[src/rtl/mcc_pkg.sv]
package mcc_pkg;

  typedef enum logic [1:0] {
    MC_NONE    = 2'b00,
    MC_FIRST   = 2'b01,
    MC_COLLIDE = 2'b10,
    MC_VOLUME  = 2'b11
  } miss_cls_e;

  // Priority: a direct-mapped hit wins, then first touch, then shadow presence.
  function automatic miss_cls_e classify(input logic dm_hit,
                                         input logic seen,
                                         input logic shadow_hit);
    if (dm_hit)          return MC_NONE;
    else if (!seen)      return MC_FIRST;
    else if (shadow_hit) return MC_COLLIDE;
    else                 return MC_VOLUME;
  endfunction

  function automatic int ptr_width(input int n);
    return (n > 1) ? $clog2(n) : 1;
  endfunction

endpackage

[src/rtl/mcc_dm_tags.sv]
module mcc_dm_tags #(
  parameter int INDEX_W = 4,
  parameter int TAG_W   = 24
) (
  input  logic               clk,
  input  logic               rst_n,
  input  logic               acc_valid,
  input  logic [INDEX_W-1:0] acc_idx,
  input  logic [TAG_W-1:0]   acc_tag,
  output logic               dm_hit
);
  localparam int LINES = 1 << INDEX_W;

  logic [LINES-1:0] line_v;
  logic [TAG_W-1:0] line_tag [LINES];

  assign dm_hit = line_v[acc_idx] && (line_tag[acc_idx] == acc_tag);

  always_ff @(posedge clk) begin
    if (!rst_n) begin
      line_v <= '0;
      for (int i = 0; i < LINES; i++) line_tag[i] <= '0;
    end else if (acc_valid && !dm_hit) begin
      line_v[acc_idx]   <= 1'b1;
      line_tag[acc_idx] <= acc_tag;
    end
  end
endmodule

[src/rtl/mcc_lru_shadow.sv]
module mcc_lru_shadow #(
  parameter int LINES  = 16,
  parameter int LINE_W = 28
) (
  input  logic              clk,
  input  logic              rst_n,
  input  logic              acc_valid,
  input  logic [LINE_W-1:0] acc_line,
  output logic              sh_hit
);
  import mcc_pkg::*;
  localparam int AGE_W = ptr_width(LINES);
  localparam int REF_W = AGE_W + 1;

  logic [LINES-1:0]  ent_v;
  logic [LINE_W-1:0] ent_line [LINES];
  logic [AGE_W-1:0]  ent_age  [LINES];

  logic [LINES-1:0] match_vec, oldest_vec;
  logic [AGE_W-1:0] hit_ptr, free_ptr, lru_ptr, tgt_ptr;
  logic             has_free;
  logic [REF_W-1:0] ref_age;

  for (genvar g = 0; g < LINES; g++) begin : g_ent
    assign match_vec[g]  = ent_v[g] && (ent_line[g] == acc_line);
    assign oldest_vec[g] = ent_v[g] && (ent_age[g] == AGE_W'(LINES - 1));
  end

  // Lowest-numbered candidate wins in each search.
  always_comb begin
    hit_ptr  = '0;
    free_ptr = '0;
    lru_ptr  = '0;
    has_free = 1'b0;
    for (int i = LINES - 1; i >= 0; i--) begin
      if (match_vec[i])  hit_ptr = AGE_W'(i);
      if (!ent_v[i]) begin
        free_ptr = AGE_W'(i);
        has_free = 1'b1;
      end
      if (oldest_vec[i]) lru_ptr = AGE_W'(i);
    end
  end

  assign sh_hit = |match_vec;

  // Entries younger than the reference age grow one step older.
  always_comb begin
    if (sh_hit) begin
      ref_age = {1'b0, ent_age[hit_ptr]};
      tgt_ptr = hit_ptr;
    end else if (has_free) begin
      ref_age = REF_W'(LINES);
      tgt_ptr = free_ptr;
    end else begin
      ref_age = REF_W'(LINES - 1);
      tgt_ptr = lru_ptr;
    end
  end

  always_ff @(posedge clk) begin
    if (!rst_n) begin
      ent_v <= '0;
      for (int i = 0; i < LINES; i++) begin
        ent_line[i] <= '0;
        ent_age[i]  <= '0;
      end
    end else if (acc_valid) begin
      for (int i = 0; i < LINES; i++) begin
        if (AGE_W'(i) == tgt_ptr) begin
          ent_v[i]    <= 1'b1;
          ent_line[i] <= acc_line;
          ent_age[i]  <= '0;
        end else if (ent_v[i] && ({1'b0, ent_age[i]} < ref_age)) begin
          ent_age[i]  <= ent_age[i] + 1'b1;
        end
      end
    end
  end
endmodule

[src/rtl/mcc_first_touch.sv]
module mcc_first_touch #(
  parameter int DEPTH  = 64,
  parameter int LINE_W = 28
) (
  input  logic              clk,
  input  logic              rst_n,
  input  logic              acc_valid,
  input  logic [LINE_W-1:0] acc_line,
  output logic              seen,
  output logic              full
);
  localparam int CNT_W = $clog2(DEPTH + 1);

  logic [LINE_W-1:0] hist_line [DEPTH];
  logic [CNT_W-1:0]  hist_cnt;
  logic [DEPTH-1:0]  hit_vec;

  for (genvar g = 0; g < DEPTH; g++) begin : g_slot
    assign hit_vec[g] = (CNT_W'(g) < hist_cnt) && (hist_line[g] == acc_line);
  end

  assign seen = |hit_vec;
  assign full = (hist_cnt == CNT_W'(DEPTH));

  always_ff @(posedge clk) begin
    if (!rst_n) begin
      hist_cnt <= '0;
      for (int i = 0; i < DEPTH; i++) hist_line[i] <= '0;
    end else if (acc_valid && !seen && !full) begin
      for (int i = 0; i < DEPTH; i++)
        if (CNT_W'(i) == hist_cnt) hist_line[i] <= acc_line;
      hist_cnt <= hist_cnt + 1'b1;
    end
  end
endmodule

[src/rtl/miss_cause_classifier.sv]
module miss_cause_classifier #(
  parameter int ADDR_W     = 32,
  parameter int OFFSET_W   = 4,
  parameter int INDEX_W    = 4,
  parameter int HIST_DEPTH = 64
) (
  input  logic              clk,
  input  logic              rst_n,
  input  logic              acc_valid,
  input  logic [ADDR_W-1:0] acc_addr,
  output logic              res_valid,
  output logic              res_hit,
  output logic [1:0]        res_class,
  output logic              hist_full
);
  import mcc_pkg::*;
  localparam int LINES  = 1 << INDEX_W;
  localparam int LINE_W = ADDR_W - OFFSET_W;
  localparam int TAG_W  = LINE_W - INDEX_W;

  logic [LINE_W-1:0]  acc_line;
  logic [INDEX_W-1:0] acc_idx;
  logic [TAG_W-1:0]   acc_tag;
  logic               offset_unused;
  logic               dm_hit, seen_hit, shadow_hit;
  miss_cls_e          cls_now;

  assign acc_line      = acc_addr[ADDR_W-1:OFFSET_W];
  assign acc_idx       = acc_line[INDEX_W-1:0];
  assign acc_tag       = acc_line[LINE_W-1:INDEX_W];
  assign offset_unused = ^acc_addr[OFFSET_W-1:0];

  mcc_dm_tags #(.INDEX_W(INDEX_W), .TAG_W(TAG_W)) dm_i (
    .clk(clk), .rst_n(rst_n), .acc_valid(acc_valid),
    .acc_idx(acc_idx), .acc_tag(acc_tag), .dm_hit(dm_hit)
  );

  mcc_lru_shadow #(.LINES(LINES), .LINE_W(LINE_W)) shadow_i (
    .clk(clk), .rst_n(rst_n), .acc_valid(acc_valid),
    .acc_line(acc_line), .sh_hit(shadow_hit)
  );

  mcc_first_touch #(.DEPTH(HIST_DEPTH), .LINE_W(LINE_W)) hist_i (
    .clk(clk), .rst_n(rst_n), .acc_valid(acc_valid),
    .acc_line(acc_line), .seen(seen_hit), .full(hist_full)
  );

  assign cls_now = classify(dm_hit, seen_hit, shadow_hit);

  always_ff @(posedge clk) begin
    if (!rst_n) begin
      res_valid <= 1'b0;
      res_hit   <= 1'b0;
      res_class <= MC_NONE;
    end else begin
      res_valid <= acc_valid;
      if (acc_valid) begin
        res_hit   <= dm_hit;
        res_class <= cls_now;
      end
    end
  end
endmodule

[config.mk]
export PLATFORM = sky130hd
export DESIGN_NAME = miss_cause_classifier
export DESIGN_NICKNAME = d
export VERILOG_FILES = /design/src/rtl/mcc_pkg.sv /design/src/rtl/mcc_dm_tags.sv /design/src/rtl/mcc_lru_shadow.sv /design/src/rtl/mcc_first_touch.sv /design/src/rtl/miss_cause_classifier.sv
export SDC_FILE = /design/constraint.sdc
export NUM_CORES = 2
export LEC_CHECK = 0
export ABC_AREA = 1
export BUFFER_PORTS_ARGS = -buffer_cell sky130_fd_sc_hd__buf_2
export CAP_MARGIN = 40
export CORE_MARGIN = 10
export CORE_UTILIZATION = 40
export CTS_CLUSTER_SIZE = 40
export DETAILED_ROUTE_END_ITERATION = 10
export SLEW_MARGIN = 5
export SYNTH_ARGS = -nofsm -noshare
export SYNTH_HDL_FRONTEND = slang
export SYNTH_SLANG_ARGS = --single-unit
[constraint.sdc]
create_clock -name clk -period 5.3 [get_ports clk]
set_input_delay 0.265 -clock clk [delete_from_list [all_inputs] [get_ports clk]]
set_output_delay 0.265 -clock clk [all_outputs]
set_load 0.01 [all_outputs]
; After elaboration in Yosys (flattened, before gate mapping)
; Memory sizes are Yosys's and may differ from the RTL's.
; Cells that the tools add are included.
[word_totals]
out_inout_bits = 5
wordCells = 1148
ramBits = 2688
input_bits = 35
latch_bits = 0
n_memories = 4
ff_bits = 43
mem_bits_ro = 0
[memory_table]
columns = name, depth, width, rd, rd_clocked_by_memory_dff, write_ports, line_no
row1 = hist_i.hist_line, 64, 28, 64, 0, 64, mcc_first_touch.sv:14  ; logic [LINE_W-1:0] hist_line [DEPTH];
row2 = shadow_i.ent_line, 16, 28, 16, 0, 16, mcc_lru_shadow.sv:16  ; logic [LINE_W-1:0] ent_line [LINES];
row3 = dm_i.line_tag, 16, 24, 1, 0, 16, mcc_dm_tags.sv:15  ; logic [TAG_W-1:0] line_tag [LINES];
row4 = shadow_i.ent_age, 16, 4, 17, 0, 16, mcc_lru_shadow.sv:17  ; logic [AGE_W-1:0] ent_age [LINES];
[classes]
n_lt_le_gt_ge = 82
mux = 594
n_reduce_logical = 141
add_sub_neg = 17
n_bitwise = 113
eq_ne = 176
mul = 0
shifts = 0
div = 0
[ops]
columns = op, n
row1 = 28-bit == test, 80
row2 = 28-bit two-way mux, 80
row3 = 1-bit two-way mux, 424
row4 = 4-bit two-way mux, 83
row5 = "6-bit by 7-bit == test with 1-bit output, first input constant", 32
row6 = "6-bit by 7-bit less-than comparator with 1-bit output, first input constant", 32
row7 = 1-bit logical AND, 117
row8 = "5-bit by 7-bit == test with 1-bit output, first input constant", 16
row9 = "5-bit by 7-bit less-than comparator with 1-bit output, first input constant", 16
row10 = 1-bit OR, 112
row11 = 4-bit by 5-bit less-than comparator with 1-bit output, 16
row12 = "4-bit by 1-bit adder with 4-bit output, second input constant", 16
row13 = "4-bit == test, second input constant", 16
row14 = 64-bit OR reduction, 1
row15 = "4-bit by 7-bit == test with 1-bit output, first input constant", 8
row16 = "4-bit by 7-bit less-than comparator with 1-bit output, first input constant", 8
row17 = "4-bit == test, first input constant", 8
row18 = 2-bit AND reduction, 16
row19 = "3-bit by 7-bit == test with 1-bit output, first input constant", 4
row20 = "3-bit by 7-bit less-than comparator with 1-bit output, first input constant", 4
row21 = 24-bit == test, 1
row22 = 24-bit two-way mux, 1
row23 = 24-bit OR reduction, 1
row24 = "3-bit by 4-bit == test with 1-bit output, first input constant", 4
row25 = 19 further kinds, 27

; Depth between registers and ports, before layout
; An unclocked memory read counts as a cell.
[depth]
ltp_word = 28
mapped_depth = 42

; By module
; A second synthesis with hierarchy kept.
[unflattened]
hier_cells = 13610
area_unflattened_um2 = 134396.4
[by_module_without_submodules]
columns = module, cells_per_inst, area_per_inst_um2, instances
row1 = mcc_first_touch, 8651, 87684.1, 1
row2 = mcc_lru_shadow, 2856, 27775.4, 1
row3 = mcc_dm_tags, 2085, 18796.8, 1
row4 = miss_cause_classifier, 18, 140.1, 1

; Least setup slack after synthesis
; Ideal clock, no wire load.
[synth_path]
kind = input to register
start = in acc_addr[19]
end = mem shadow_i.ent_age[8][0] (netlist bit), enable pin
n_path_buf = 6
setup_ns = 0.308
t_arrival_ns = 4.695
setup_slack_ns = 0.298
stages = 32
required_ns = 4.992
path_cell_list = buf_4 -> inv_2 -> buf_6 -> buf_6 -> buf_2 -> a221oi_1 -> nand3_1 -> nor2_1 -> nand2_1 -> nand2_1 -> nand2_1 -> nand2_1 -> nand2_1 -> nand2_1 -> nand2_1 -> nand2_1 -> nand2_2 -> buf_2 -> buf_1 -> nand3_1 -> nand3_1 -> a21oi_1 -> a211oi_1 -> o21ai_0 -> ha_1 -> inv_1 -> o21bai_1 -> a211oi_1 -> o21ai_0 -> inv_1 -> nand2_1 -> nand2_1
[synth_lines]
columns = element, line_no
row1 = start: declaration, miss_cause_classifier.sv:10  ; input logic [ADDR_W-1:0] acc_addr,
row2 = end: declaration, mcc_lru_shadow.sv:17

==> results.md <==
Yosys:
- The cell taking the most area after synthesis is sky130_fd_sc_hd__edfxtp_1.
- The synthesized-area fraction occupied by ao, oa, aoi and oai cells came to 0.0694.
- The synthesized area per cell is approximately 12 um^2.
- The combinational family with the most area after synthesis is simple AND/OR/NAND/NOR gates.
- The number of distinct library cells after synthesis is 73.
- The proportion of netlist area held by the largest area contributor is 0.632.
- The fraction of synthesized area in multiplexers is 0.
- Yosys mapped a number of flops with a built-in enable equal to 2688.
- Ranked by total cell area, the synthesized netlist is headed by sky130_fd_sc_hd__edfxtp_1 (63%), sky130_fd_sc_hd__nor2_1 (5.8%), sky130_fd_sc_hd__xnor2_1 (5.2%).
- The area share of and/or/nand/nor cells after synthesis is 0.158.
- The most frequently used flop master after synthesis is sky130_fd_sc_hd__edfxtp_1.
- Yosys printed 0 warnings.
- The proportion of register bits with asynchronous set or reset after synthesis is 0.
- Of the total synthesized cell area, the portion taken by full adders, half adders and majority gates is 0.00667.
- The total standard cell area after synthesis is 128000 um^2.
- The count of state elements after synthesis is between 2000 and 3000.
- The post-synth net total is approximately 11000.
- Of the synthesized area, sequential elements account for 0.639.
- Of the total synthesized cell area, the portion taken by XOR and XNOR cells is 0.0789.
- Synthesis produced a netlist whose cell count is approximately 11000.

CTS:
- Counting every sink on the clock net gives 2731.
- The post-CTS setup buffer count is 0.
- The clock passes through at most 4 buffers.
- The clock tree root driver cell is sky130_fd_sc_hd__clkbuf_16.
- After clock tree synthesis, the clock-pin slew on the worst setup and hold paths is 60 ps.
- The number of levels the H-tree was split into is 5.
- The insertion delay to the later sink of the worst-skew pair is 900 ps.
- TritonCTS created approximately 300 clock buffers.
- TritonCTS built the clock tree.

Worst setup path:
- The required time of the worst setup path is 5870 ps.
- Of all nets on the critical path, the largest fanout is 28.
- The type of the worst setup path is reg -> reg.
- The critical path capture point type is a flip-flop.
- The worst path arrival time is between 5000 and 6000 ps.
- STA classifies the critical path startpoint as a flip-flop.

Power and ir drop:
- Across the VDD grid, the largest voltage drop is 290 uV.
- The power density of the placed cells is 346 nW/um^2.
- The static leakage is approximately 0.052 uW.

Timing:
- Setup violations remaining at the end of the flow were counted as 0.
- Setup repair after global routing left no endpoint under its margin.
- The final period utilization is 0.993.
- The worst-case headroom to the max-slew limit is 0.326.
- The transition time at the pin with the least slew margin is 1010 ps.
- The final max-slew violation count is 0.
- The smallest clock period supported by the final layout is computed as ~5300 ps.
- The maximum operating frequency is 190 MHz.
- The number of failing hold endpoints at the final stage was 0.
- The total negative slack is 0 ps.
- The tightest hold path in the finished design has a slack of roughly 200 ps.
- For the final database, setup skew stands at ~97 ps.

Place:
- After detailed placement, the total cell area comes to 137000 um^2.
- Input and output buffers added on the ports amount to 35.
- The congestion estimate from routability-driven global placement came to 0.930.
- Once detailed placement completed, the half-perimeter wirelength came to 296 mm.

Global routing:
- The pin count of the biggest net entering global routing is 75.
- Across every metal layer, demand over resource in global routing totals 0.274.
- The initial antenna violation count was 26.
- The first global-routing pass estimated 678 mm of wire.
- The number of global-route vias before repair was 91200.
- The residual overflow from global routing is 0.

Run status:
- The flow ran to the end, and the final reports show no timing, DRC or antenna violations.

Finish:
- The fraction of final layout cells sized beyond drive strength 1 is 0.140.
- Fill cells in the final layout number 28400.
- The library cell used most frequently in the layout, excluding fill and tap cells, is sky130_fd_sc_hd__edfxtp_1.
- The top cell types in the final layout, fill and taps aside, are sky130_fd_sc_hd__edfxtp_1 (2688), sky130_fd_sc_hd__nor2_1 (1964), sky130_fd_sc_hd__nand2_1 (1211).
- Relative to the synthesized area, the layout overhead comes to 14.7%.
- The finished cells cover 146000 um^2.
- At the end of the flow, the number of nets in the layout was approximately 11000.

Die:
- In this run the standard cell core region covers 318000 um^2.
- The floorplan step defined a die boundary enclosing 342000 um^2.
- The die is 585 um tall.
- After floorplanning, the core was divided into 207 placement rows.
- For this configuration, the core starts out at a cell density of 0.402.
- During I/O placement, the number of pins put on the boundary was 40.
- Measured along the x axis, the die boundary spans slightly below 600 um.

Routing:
- Once detail routing completed, the nets flagged for antenna violations numbered 0.
- The DRC violation count after routing is 0.
- The detailed-route wire length is roughly 500 mm.
- The detailed router placed 95800 vias in this run.
- Dividing the detail-routed wire length by the instance count gives 30.9 um.
- The number of iterations in the first detailed-routing pass is 6.
- The vias per cell is between 6 and 7.
- The iteration-0 DRC count of the detailed router is 14500.

Flow run:
- The number of maximum-capacitance constraint violations is 0.

Hold path:
- The path class of the tightest hold or removal check is in -> reg.
[flip-flops by register name, summed over array words and instances, names as in the netlist]
register	count
dm_i.line_tag	384
shadow_i.ent_line	448
shadow_i.ent_age	64
hist_i.hist_cnt	7
res_valid	1
res_hit	1
res_class	2
dm_i.line_v	16
shadow_i.ent_v	16
hist_i.hist_line	1792
[kinds of logic after synthesis]
| kind of cell | after synthesis |
|---|---|
| simple gates | 4537 |
| compound gates | 1313 |
| xor+xnor | 1149 |
| flops | 2731 |
| buf+inv | 1190 |
| fa+ha+maj | 68 |
[power by group]
group | switching (uW) | internal, uW | total, uW
sequential | 535 | 24900 | 25500
combinational | 3660 | 1590 | 5250
clock | 8620 | 11200 | 19900
total | 12800 | 37800 | 50600
[cell usage after synthesis (144+ instances only)]
library cell               number
sky130_fd_sc_hd__edfxtp_1    2688
sky130_fd_sc_hd__nor2_1      1968
sky130_fd_sc_hd__nand2_1     1239
sky130_fd_sc_hd__xnor2_1      754
sky130_fd_sc_hd__nand3_1      492
sky130_fd_sc_hd__xor2_1       395
sky130_fd_sc_hd__o21ai_0      386
sky130_fd_sc_hd__buf_2        338
sky130_fd_sc_hd__inv_1        329
sky130_fd_sc_hd__nand4_1      271
sky130_fd_sc_hd__o22ai_1      240
sky130_fd_sc_hd__nor4_1       227
sky130_fd_sc_hd__clkbuf_1     221
sky130_fd_sc_hd__or2_2        170
sky130_fd_sc_hd__buf_4        144
[stage by stage]
stage                     instances  setup slack [ps]  total power (uW)   util
after floorplan               11000               298             28600      -
after global placement        15200              50.8             30800  0.431
after detailed placement      15200              66.6             31000  0.432
after CTS                     15700               288             50500  0.461
after global routing          15700              41.8             51800  0.461
final                         15700              35.9             50600  0.461
[worst paths after layout]
check | startpoint | slack, ps | cells after the start | endpoint
worst max-delay path | hist_i.hist_cnt[5] | 40 | 18 | hist_i.hist_line[0][34]
worst min-delay path | acc_addr[12] | 200 | 4 | dm_i.line_tag[6][4]
worst max register to register | hist_i.hist_cnt[5] | 40 | 18 | hist_i.hist_line[0][34]
worst min register to register | dm_i.line_v[1] | 460 | 2 | dm_i.line_v[1]
[timing repair]
action	CTS	global route
hold buffers	5	0
endpoints found under the setup margin	0	4
hold endpoints to repair	13	0
gates resized for setup	0	3
[layer usage]
metal | vias to the layer above | share of wire | track usage
li1 | 39700 | - | -
met1 | 47800 | 0.36 | 0.361
met2 | 6828 | 0.45 | 0.432
met3 | 1472 | 0.12 | 0.0511
met4 | 12 | 0.065 | 0.146
met5 | - | 0.00016 | 0
[worst max-delay path, cell delays in order, from the launching register on]
cell and delay (ps):
sky130_fd_sc_hd__dfxtp_1 410, sky130_fd_sc_hd__nor2_4 270, sky130_fd_sc_hd__inv_2 190, sky130_fd_sc_hd__nor2_4 390
sky130_fd_sc_hd__inv_2 60, sky130_fd_sc_hd__nor2_2 120, sky130_fd_sc_hd__inv_2 150, sky130_fd_sc_hd__o211ai_1 360
sky130_fd_sc_hd__o22ai_1 230, sky130_fd_sc_hd__nor4_1 630, sky130_fd_sc_hd__nor4b_1 390, sky130_fd_sc_hd__and2_1 250
sky130_fd_sc_hd__nand4_2 130, sky130_fd_sc_hd__buf_4 190, sky130_fd_sc_hd__nor2_2 380, sky130_fd_sc_hd__nand3_1 210
sky130_fd_sc_hd__buf_4 220, sky130_fd_sc_hd__nand2_1 110, sky130_fd_sc_hd__buf_12 210
[cell type report]
type                            count  area [um^2]  share of cell area
Sequential cell                  2731        81600               0.557
Multi-Input combinational cell   7067        40200               0.275
Timing Repair Buffer              863         8900              0.0608
Clock buffer                      373         7890              0.0539
Tap cell                         4180         5230              0.0357
Inverter                          382         1510              0.0103
Clock inverter                    141         1080             0.00736
Antenna cell                        6         15.0            0.000103
Note: power is estimated with default switching activity, not from simulation.
